===== config.mk =====
export PLATFORM = sky130hd
export DESIGN_NAME = rate_tick_channel
export DESIGN_NICKNAME = d
export VERILOG_FILES = /design/src/rtl/rate_tick_pkg.sv /design/src/rtl/rate_tick_decode.sv /design/src/rtl/rate_tick_loader.sv /design/src/rtl/rate_tick_counter.sv /design/src/rtl/rate_tick_channel.sv
export SDC_FILE = /design/constraint.sdc
export NUM_CORES = 1
export LEC_CHECK = 0
export ABC_AREA = 1
export ABC_CLOCK_PERIOD_IN_PS = 2900
export BUFFER_PORTS_ARGS = -buffer_cell sky130_fd_sc_hd__buf_2
export CORE_MARGIN = 5
export CORE_UTILIZATION = 45
export CTS_CLUSTER_DIAMETER = 200
export DETAILED_ROUTE_END_ITERATION = 16
export HOLD_SLACK_MARGIN = 0.05
export PLACE_DENSITY_LB_ADDON = 0.1
export SLEW_MARGIN = 20
export SYNTH_ARGS = -nofsm -noshare
export SYNTH_HDL_FRONTEND = slang
export SYNTH_SLANG_ARGS = --single-unit

===== constraint.sdc =====
create_clock -name clk -period 2.9 [get_ports clk]
set_clock_uncertainty 0.15 [all_clocks]
set_input_delay 0.58 -clock clk [delete_from_list [all_inputs] [get_ports clk]]
set_output_delay 0.58 -clock clk [all_outputs]
set_load 0.02 [all_outputs]

===== src/rtl/rate_tick_pkg.sv =====
package rate_tick_pkg;

  typedef struct packed {
    logic [1:0] chan;
    logic [1:0] access;
    logic [2:0] mode;
    logic       bcd;
  } ctrl_byte_t;

  localparam int unsigned BYTE_W = 8;
  localparam logic [1:0] ACCESS_LO_HI = 2'b11;
  localparam logic [1:0] MODE_RATE    = 2'b10;

endpackage


===== src/rtl/rate_tick_decode.sv =====
module rate_tick_decode
  import rate_tick_pkg::*;
#(
  parameter logic [1:0] CHAN_ID = 2'd0
) (
  input  logic              ctrl_we,
  input  logic [BYTE_W-1:0] ctrl_byte,
  output logic              accept
);

  ctrl_byte_t cw;

  always_comb begin
    cw     = ctrl_byte_t'(ctrl_byte);
    accept = ctrl_we
          && (cw.chan == CHAN_ID)
          && (cw.access == ACCESS_LO_HI)
          && (cw.mode[1:0] == MODE_RATE)
          && !cw.bcd;
  end

endmodule


===== src/rtl/rate_tick_loader.sv =====
module rate_tick_loader
  import rate_tick_pkg::*;
#(
  parameter int unsigned DIV_W = 2 * BYTE_W
) (
  input  logic              clk,
  input  logic              rst,
  input  logic              arm,
  input  logic              data_we,
  input  logic [BYTE_W-1:0] data_byte,
  output logic              div_valid,
  output logic [DIV_W-1:0]  div_val
);

  logic              prog_q;
  logic              hi_q;
  logic [BYTE_W-1:0] lo_q;

  always_ff @(posedge clk) begin
    if (rst) begin
      prog_q <= 1'b0;
      hi_q   <= 1'b0;
      lo_q   <= '0;
    end else if (arm) begin
      prog_q <= 1'b1;
      hi_q   <= 1'b0;
    end else if (data_we && prog_q) begin
      if (!hi_q) lo_q <= data_byte;
      hi_q <= !hi_q;
    end
  end

  assign div_valid = data_we && prog_q && hi_q && !arm;
  assign div_val   = DIV_W'({data_byte, lo_q});

endmodule


===== src/rtl/rate_tick_counter.sv =====
module rate_tick_counter #(
  parameter int unsigned DIV_W = 16,
  localparam int unsigned CNT_W = DIV_W + 1
) (
  input  logic             clk,
  input  logic             rst,
  input  logic             stop,
  input  logic             cnt_en,
  input  logic             div_valid,
  input  logic [DIV_W-1:0] div_val,
  output logic             tick_o,
  output logic             run_o,
  output logic [CNT_W-1:0] cnt_o,
  output logic [CNT_W-1:0] reload_o
);

  localparam logic [CNT_W-1:0] ONE  = CNT_W'(1);
  localparam logic [CNT_W-1:0] FULL = CNT_W'(1) << DIV_W;

  logic             run_q, start_q, upd_q, tick_q;
  logic [CNT_W-1:0] cnt_q, reload_q, pend_q;
  logic [CNT_W-1:0] nxt, widened;
  logic             going;

  always_comb begin
    widened = (div_val == '0) ? FULL : {1'b0, div_val};
    going   = run_q || (cnt_en && start_q);
    if (cnt_q == ONE) nxt = upd_q ? pend_q : reload_q;
    else              nxt = cnt_q - ONE;
  end

  always_ff @(posedge clk) begin
    if (rst) begin
      run_q    <= 1'b0;
      start_q  <= 1'b0;
      upd_q    <= 1'b0;
      tick_q   <= 1'b1;
      cnt_q    <= '0;
      reload_q <= ONE;
      pend_q   <= ONE;
    end else if (stop) begin
      run_q   <= 1'b0;
      start_q <= 1'b0;
      upd_q   <= 1'b0;
      tick_q  <= 1'b1;
    end else begin
      if (cnt_en && run_q) begin
        cnt_q  <= nxt;
        tick_q <= (nxt != ONE);
        if (cnt_q == ONE && upd_q) begin
          reload_q <= pend_q;
          upd_q    <= 1'b0;
        end
      end else if (cnt_en && start_q) begin
        run_q   <= 1'b1;
        start_q <= 1'b0;
        cnt_q   <= reload_q;
        tick_q  <= (reload_q != ONE);
      end
      if (div_valid) begin
        if (going) begin
          pend_q <= widened;
          upd_q  <= 1'b1;
        end else begin
          reload_q <= widened;
          start_q  <= 1'b1;
        end
      end
    end
  end

  assign tick_o   = tick_q;
  assign run_o    = run_q;
  assign cnt_o    = cnt_q;
  assign reload_o = reload_q;

endmodule


===== src/rtl/rate_tick_channel.sv =====
module rate_tick_channel
  import rate_tick_pkg::*;
#(
  parameter logic [1:0] CHAN_ID = 2'd0,
  parameter int unsigned DIV_BYTES = 2,
  localparam int unsigned DIV_W = DIV_BYTES * BYTE_W,
  localparam int unsigned CNT_W = DIV_W + 1
) (
  input  logic              clk,
  input  logic              rst,
  input  logic              wr_en,
  input  logic              wr_ctrl,
  input  logic [BYTE_W-1:0] wr_data,
  input  logic              cnt_en,
  output logic              tick_o
);

  logic             cw_accept;
  logic             div_valid;
  logic [DIV_W-1:0] div_val;
  logic             run;
  logic [CNT_W-1:0] cnt, reload;

  rate_tick_decode #(.CHAN_ID(CHAN_ID)) u_dec (
    .ctrl_we   (wr_en && wr_ctrl),
    .ctrl_byte (wr_data),
    .accept    (cw_accept)
  );

  rate_tick_loader #(.DIV_W(DIV_W)) u_load (
    .clk       (clk),
    .rst       (rst),
    .arm       (cw_accept),
    .data_we   (wr_en && !wr_ctrl),
    .data_byte (wr_data),
    .div_valid (div_valid),
    .div_val   (div_val)
  );

  rate_tick_counter #(.DIV_W(DIV_W)) u_cnt (
    .clk       (clk),
    .rst       (rst),
    .stop      (cw_accept),
    .cnt_en    (cnt_en),
    .div_valid (div_valid),
    .div_val   (div_val),
    .tick_o    (tick_o),
    .run_o     (run),
    .cnt_o     (cnt),
    .reload_o  (reload)
  );

endmodule


[Word level (Yosys, flattened, before mapping)]
Cells that the tools add are included.
Storage, ports and cells
  flip-flop bits (word level): 65
  output and inout bits: 1
Cells by class
  add/sub/neg operators: 1
  equal/unequal tests: 5
  multiplexer cells: 19
  bitwise operators: 3
  reduce and logical (&&, ||, !) cells: 25
Operator list (number)
  $mux W17: 9
  $ne A17 B1 Y1 const B: 2
  $eq A17 B1 Y1 const B: 1
  $sub A17 B1 Y17 const B: 1
  $logic_not A16 Y1: 1
  $logic_and A1 B1 Y1: 12
  $mux W1: 10
  $reduce_and A3 Y1: 2
  $eq A2 B2 Y1 const B: 2
  $logic_not A1 Y1: 4
  $reduce_and A2 Y1: 2
  $not A1 Y1: 3
  $logic_not A2 Y1: 1
  $reduce_bool A2 Y1: 1
  $reduce_or A2 Y1: 1
  $logic_or A1 B1 Y1: 1

[Longest topological paths before layout]
Gate-level depths: netlist (run 1).
  depth after elaboration: 8
  mapped depth: 17

[Modules after synthesis]
Synthesis (run 1) repeated with hierarchy kept, for this count alone.
Second synthesis, totals
  cell total of the unflattened synthesis: 610
  area total of the unflattened synthesis: 3841.2 µm²
Modules (own cells, without submodules)
  rate_tick_counter: times used 1, cells each 525, area each 3270.6 µm², seq. area each 1101.1 µm²
  rate_tick_loader: times used 1, cells each 71, area each 510.5 µm², seq. area each 200.2 µm²
  rate_tick_decode: times used 1, cells each 10, area each 42.5 µm², seq. area each 0.0 µm²
  rate_tick_channel: times used 1, cells each 4, area each 17.5 µm², seq. area each 0.0 µm²

[Worst setup path after synthesis (run 1)]
Ideal clock, no wire load.
  kind: input to register
  start point: input wr_data[6]
  end point: register u_cnt.cnt_q[11] (netlist: u_cnt.cnt_o[11])
  library setup time: 115 ps
  data arrival time: 1763 ps
  path slack: 872 ps
  stages on the path: 9
  cells stage by stage: nor4_2 > nand2_2 > inv_1 > nor2_4 > clkinv_1 > buf_4 > a21oi_1 > o21ai_0 > inv_1
On the way
  word-level cells in the longest chain between the ends: 7
Ends and longest elaborated chain
  start: declaration: line rate_tick_channel.sv:13  | input logic [BYTE_W-1:0] wr_data,
  $logic_not A2 Y1: line rate_tick_decode.sv:16  | && (cw.chan == CHAN_ID)
  $logic_and A1 B1 Y1: line rate_tick_decode.sv:16
  $logic_and A1 B1 Y1: line rate_tick_decode.sv:17  | && (cw.access == ACCESS_LO_HI)
  $logic_and A1 B1 Y1: line rate_tick_decode.sv:18  | && (cw.mode[1:0] == MODE_RATE)
  $logic_and A1 B1 Y1: line rate_tick_decode.sv:19  | && !cw.bcd;
  $not A1 Y1 (no line)
  $reduce_and A2 Y1 (no line)
  end signal: assignment: line rate_tick_counter.sv:48  | cnt_q <= nxt;
  end signal: assignment: line rate_tick_counter.sv:57  | cnt_q <= reload_q;
  end: declaration: line rate_tick_counter.sv:21  | logic [CNT_W-1:0] cnt_q, reload_q, pend_q;
Every way passes these cells.
A chain may end at the register's enable or synchronous reset.

[Worst setup path in the final report (run 1)]
  start point: register u_cnt.cnt_q[1] (netlist: u_cnt.cnt_o[1])
  end point: register u_cnt.tick_q (netlist: u_cnt.tick_o)
On the way
  word-level cells in the longest chain between the ends: 4
  elaborated cells between the ends (all ways): 5
Ends and longest elaborated chain
  $sub A17 B1 Y17 / $eq A17 B1 Y1 (equally long branches): line rate_tick_counter.sv:29, rate_tick_counter.sv:28
  $mux W17 *: line rate_tick_counter.sv:28  | if (cnt_q == ONE) nxt = upd_q ? pend_q : reload_q;
  $ne A17 B1 Y1 *: line rate_tick_counter.sv:49  | tick_q <= (nxt != ONE);
  $mux W1 *: line rate_tick_counter.sv:47  | if (cnt_en && run_q) begin
  end signal: assignment: line rate_tick_counter.sv:49
  end signal: assignment: line rate_tick_counter.sv:58  | tick_q <= (reload_q != ONE);
  end: declaration: line rate_tick_counter.sv:20  | logic run_q, start_q, upd_q, tick_q;
Mark *: on every way between the ends. The rest lies on a longest branch, timed or not.

==> flow_summary.toml, run 1 <==
[run_status]
status = "complete, no violations"

[floorplan]
die-area_um2 = 10100
die_width_um = 100
initial_core_util_pct = 45.4
num_rows = 33
core_area_um2 = 8090
die_h_um = 100
io_pins = 14

[final_layout]
layout.nets = 588
layout.cells.non_filler = 683
postLayoutCoreUtil_pct = 50.5
n_antenna_cell = 0
layout-drive-gt1-share_pct = 11.4
syn2layout_area_growth_pct = 11.3

[clock_tree]
clock_sinks = 65
clock-root-buffer = "clkbuf_8"
clk_pin_slew_ns = 0.08
cts_made_buffers = 9
insertion_delay_ns = 0.35
post_cts_resized = 0
cts_tree = "yes"
cts_max_path_buffers = 2
post_cts_buffers = 0
htree_levels = 3
ctsHoldBuffers = 0

[synth]
synth_seq_area_share_pct = 35.4
ys_warn_count = 0
synthCells = 552
syn_avg_cell_area_um2 = 6.65
ys_types = 37
synthesis.nets = 567
netlist_area_um2 = 3670
ys_ff_latch = 65

[sta]
fin_setup_tns_ns = 0
setup_viol = 0
slew_violations = 0
min_period_ns = 2.33
final_hold_viol_count = 0
rsz0062_at_grt = "false"
max_freq_ghz = 0.429
fin_crit_sh_pct = 80.4
slew_headroom_pct = 57.1
worstMarginPinSlew_ns = 0.636

[setup_path]
crit_cells = 15
cp_max_fo = 11
cpPeakStageDelay_ns = 0.30
crit_type = "reg -> reg"
path_cells = "inv_1, ha_1, nand3_4, nor2_8, nand2_4, nor3_4, buf_4, nand2_1, nand3_1, nor2_1, nand2_1, nor2_1, nand3_1, nand2_1, nand2_1"
worstPathRequired_ns = 3.05
cp-start-kind = "flop"
path_delay_family = "simple AND/OR/NAND/NOR gates"
cp.arrival_ns = 2.48
rr_worst_depth = 15
critPathSlowestCell = "dfxtp_1"
critPathCaptureType = "flop"
cpMostUsedCell = "nand2_1"
crit_buf_inv = 2

[global_routing]
grt_pass1_vias = 3577
grt_overflow = 0
antenna_found_initial = 0
grt_max_degree = 28
grt_pass1_wl_um = 18100
grt_usage_pct = 22.9

[drt]
drc = 0
viasPerCell = 5.35
wl_per_cell_um = 15.5
totalWireLength_um = 10600
vias = 3654
drt-pass1-iter-count = 5
ant_nets = 0
drt_first_iter_violations = 233

[power]
p_leak_nw = 1.89
ir_drop_uv = 274
finalPower_mw = 1.73
powerDensity_nw_per_um2 = 424

[flow_run]
cap_violations = 0

[placement]
dp_hpwl_um = 7910
port_buffers = 13
place.gp.congestion = 0.883
dp_cells = 667

[worst_hold_path]
hold_depth = 2
hold_class = "reg -> reg"
## Yosys cell counts, drive strengths merged
cell    number  share of area (%)
a221oi       1               0.24
nand2      126                 14
buf          6                1.1
a21oi       55                7.7
o211ai       2               0.41
clkinv       3               0.31
inv         73                7.5
nand4       11                1.9
a211oi       7                1.4
ha           2               0.68
o22ai       12                2.0
dfxtp       65                 35
nor4         4               0.85
nand3       33                4.8
nor2        65                8.5
o21ai       58                7.9
a32o         1               0.27
xor2         5                1.2
a31oi        3               0.51
nor3         3               0.72
clkbuf      11                1.2
o211a        6                1.6
## flip-flops by register name (all words and copies together), names as in the netlist
register,flops
u_cnt.start_q,1
u_cnt.tick_o,1
u_cnt.run_o,1
u_load.prog_q,1
u_load.hi_q,1
u_load.lo_q,8
u_cnt.cnt_o,17
u_cnt.reload_o,17
u_cnt.upd_q,1
u_cnt.pend_q,17
## layout make-up
| type | instances | area (µm²) |
|---|---|---|
| clock buffers | 10 | 128 |
| clock inverters | 6 | 67.6 |
| fillers | 890 | 4010 |
| inverters | 76 | 285 |
| multi-input cells | 394 | 2000 |
| flip-flops and latches | 65 | 1300 |
| well taps | 105 | 131 |
| repair buffers | 27 | 170 |
## per-stage QoR
stage | hold WS, ns | setup WS [ns] | instance area [µm²]
after global routing | 0.365 | 0.337 | 4090
after detailed placement | 0.304 | 0.395 | 3890
after CTS | 0.317 | 0.578 | 4090
after floorplan | 0.287 | 0.872 | 3670
after global placement | 0.302 | 0.372 | 3890
final | 0.317 | 0.569 | 4090
## power breakdown
group          switching [mW]  internal, mW
clock network           0.396         0.401
logic                  0.0328        0.0129
registers            0.000113         0.892
total                   0.429          1.31
## cell families (layout without fill, tap and decap cells)
family          count (synthesis)  after routing  synth area share, %
compound gates                145            145                 22.2
xor+xnor                        5              5                 1.19
fa+ha+maj                       2              2                0.682
buf+inv                        93            119                 10.0
flops                          65             65                 35.4
simple gates                  242            242                 30.5
## worst reg2reg max path, cell delays in order (launching register included)
cell and delay (ns):
dfxtp_1 0.30, inv_1 0.13, ha_1 0.24, nand3_4 0.11, nor2_8 0.18, nand2_4 0.14, nor3_4 0.28, buf_4 0.25
nand2_1 0.10, nand3_1 0.10, nor2_1 0.06, nand2_1 0.06, nor2_1 0.04, nand3_1 0.06, nand2_1 0.05, nand2_1 0.05
## path summary, 6_finish.rpt
check	start	end	slack (ns)
setup / recovery	u_cnt.cnt_o[1]$_SDFFE_PP0P_	u_cnt.tick_o$_SDFFE_PP1P_	0.57
hold / removal	u_load.prog_q$_SDFFE_PP0P_	u_load.prog_q$_SDFFE_PP0P_	0.32
hold reg to reg	u_load.prog_q$_SDFFE_PP0P_	u_load.prog_q$_SDFFE_PP0P_	0.32
setup reg to reg	u_cnt.cnt_o[1]$_SDFFE_PP0P_	u_cnt.tick_o$_SDFFE_PP1P_	0.57
## placed cells by master (no fill, tap or decap), types with 9 or more instances in the layout
cell type    n
buf_2       13
clkbuf_8     9
nand4_1     11
buf_4       14
o21ai_0     57
nor2_1      55
nand2_1    118
inv_1       72
a21oi_1     53
nand3_1     32
o22ai_1     12
dfxtp_1     65
## routing by layer
layer  wire length [µm]  vias to the layer above  track usage [%]
met3                560                       19             4.93
met2               4760                      106             35.0
met1               5060                     1663             31.4
met4                197                        0             9.12
met5                  0                        -                0
li1                   -                     1866                -
Note: power is estimated with default switching activity, not from simulation.
==> inputs of run 2 (changes only) <==
Settings changed: ABC_CLOCK_PERIOD_IN_PS 2900 to 2300.
Clock period 2.9 ns to 2.3 ns, I/O delays scaled along.
==> run 2 against run 1 <==
Against the previous run:
- sequential cell count did not move
- via count grew 0.47%
- wire length grew 1.9%
- die area unchanged
- clock power grew 44%
- critical path type unchanged
- largest cell class unchanged
- highest routed layer unchanged
==> flow_summary.toml, run 2 (synthesis results as in run 1) <==
[sta]
slew_violations = 0
setup_viol = 0
rsz0062_at_grt = "true"
max_freq_ghz = 0.456
holdWs_ns = 0.247
slew_headroom_pct = 55.2
fin_setup_tns_ns = 0
fin_crit_sh_pct = 95.3
min_period_ns = 2.19
final_hold_viol_count = 0
worstMarginPinSlew_ns = 0.665

[drt]
totalWireLength_um = 10800
drt-pass1-iter-count = 5
viasPerCell = 5.24
drc = 0
vias = 3671
drt_first_iter_violations = 275
wl_per_cell_um = 15.4
ant_nets = 0

[clock_tree]
clk_pin_slew_ns = 0.08
htree_levels = 3
ctsHoldBuffers = 0
clock_sinks = 65
clock-root-buffer = "clkbuf_8"
cts_max_path_buffers = 2
insertion_delay_ns = 0.36
cts_made_buffers = 9
cts_tree = "yes"

[setup_path]
crit_path_start = "u_cnt.cnt_o[1]$_SDFFE_PP0P_"
rr_worst_depth = 12
crit_type = "reg -> reg"
cp-start-kind = "flop"
crit-reg2reg-launch = "u_cnt.cnt_o[1]$_SDFFE_PP0P_"
worstPathRequired_ns = 2.40
cp.arrival_ns = 2.29
rrSetupSlack_ns = 0.11
cp_max_fo = 9
timing.rr.end = "u_cnt.reload_o[3]$_SDFFE_PP0N_"
critPathCaptureType = "flop"
crit_end = "u_cnt.reload_o[3]$_SDFFE_PP0N_"

[floorplan]
initial_core_util_pct = 45.4
num_rows = 33
die_width_um = 100
io_pins = 14
die_h_um = 100
core_area_um2 = 8090
die-area_um2 = 10100

[global_routing]
grt_pass1_vias = 3495
antenna_found_initial = 0
grt_overflow = 0
grt_pass1_wl_um = 17500
grt_max_degree = 28
grt_usage_pct = 22.1

[power]
ir_drop_uv = 430
p_leak_nw = 2.02
powerDensity_nw_per_um2 = 543

[final_layout]
syn2layout_area_growth_pct = 17.5
mostFrequentLayoutCells = "nand2_1, inv_1, dfxtp_1"
final_cell_area_um2 = 4310
layout_commonest_cell = "nand2_1"
layout.nets = 606
n_antenna_cell = 0
layout-drive-gt1-share_pct = 15.6

[placement]
place.gp.congestion = 0.880
port_buffers = 13
dp_hpwl_um = 8260
place_area_um2 = 4000

[flow_run]
cap_violations = 0

[worst_hold_path]
hold_class = "in -> reg"

[run_status]
status = "complete, no violations"
## run 2: cell count changes in the layout (fill, tap and decap cells not counted), moves of 2 or more
cell	change
nor2_4	+2
buf_12	+2
nor2_1	-2
buf_4	+16
a21oi_2	+2
a21oi_1	-2
## run 2: worst min path at each step
stage | startpoint | slack, ns | end | cells past startpoint
after CTS | wr_data[0] | 0.24 | u_cnt.pend_q[8]$_SDFFE_PP0P_ | 3
after global placement | u_load.prog_q$_SDFFE_PP0P_ | 0.31 | u_load.prog_q$_SDFFE_PP0P_ | 2
after detailed placement | u_load.prog_q$_SDFFE_PP0P_ | 0.31 | u_load.prog_q$_SDFFE_PP0P_ | 2
after global routing | wr_data[0] | 0.26 | u_cnt.pend_q[8]$_SDFFE_PP0P_ | 3
final | wr_data[0] | 0.25 | u_cnt.pend_q[8]$_SDFFE_PP0P_ | 3
after floorplan | u_load.prog_q$_SDFFE_PP0P_ | 0.29 | u_load.prog_q$_SDFFE_PP0P_ | 2
## run 2: report_power, final
group / switching [mW] / internal, mW
logic: 0.0445 / 0.0241
registers: 0.000142 / 1.12
clock network: 0.524 / 0.623
## run 2: critical path, cell delays in order (launching register included)
cell and delay [ns]:
dfxtp_1 0.30, inv_1 0.12, ha_2 0.23, nand3_4 0.10, nor2_8 0.15, nand2_4 0.12
nor2_2 0.15, nand2_1 0.11, nand2_2 0.12, clkinvlp_4 0.20, buf_4 0.19, nand2_1 0.05
a31oi_1 0.07
## run 2: repair_timing
item,in CTS,in global routing
setup endpoints to repair,0,11
buffers inserted,0,7
resized for setup,0,10
## run 2: cell type report
type,count,area (µm²)
Sequential cell,65,1300
Tap cell,105,131
Timing Repair Buffer,45,330
Fill cell,853,3780
Clock buffer,9,124
Inverter,76,289
Multi-Input combinational cell,394,2030
Clock inverter,7,103
## run 2: routing by layer
layer / track usage [%] / routed length [µm] / share of wire [%] / up-vias
met5: 0 / 0 / 0 / -
met4: 8.70 / 240 / 2.2 / 0
met3: 3.06 / 365 / 3.4 / 20
met2: 36.0 / 4980 / 46 / 85
met1: 29.6 / 5190 / 48 / 1653
li1: - / - / - / 1913
## run 2: metrics by stage
step | setup WS, ns | power [mW] | cells | util, %
finish | 0.109 | 2.34 | 701 | 53.3
global route | -0.0464 | 2.40 | 701 | 53.3
CTS | 0.0846 | 2.36 | 694 | 52.2
detailed placement | 0.103 | 1.22 | 678 | 49.4
global placement | 0.115 | 1.22 | 678 | 49.4
floorplan | 0.392 | 1.18 | 552 | -
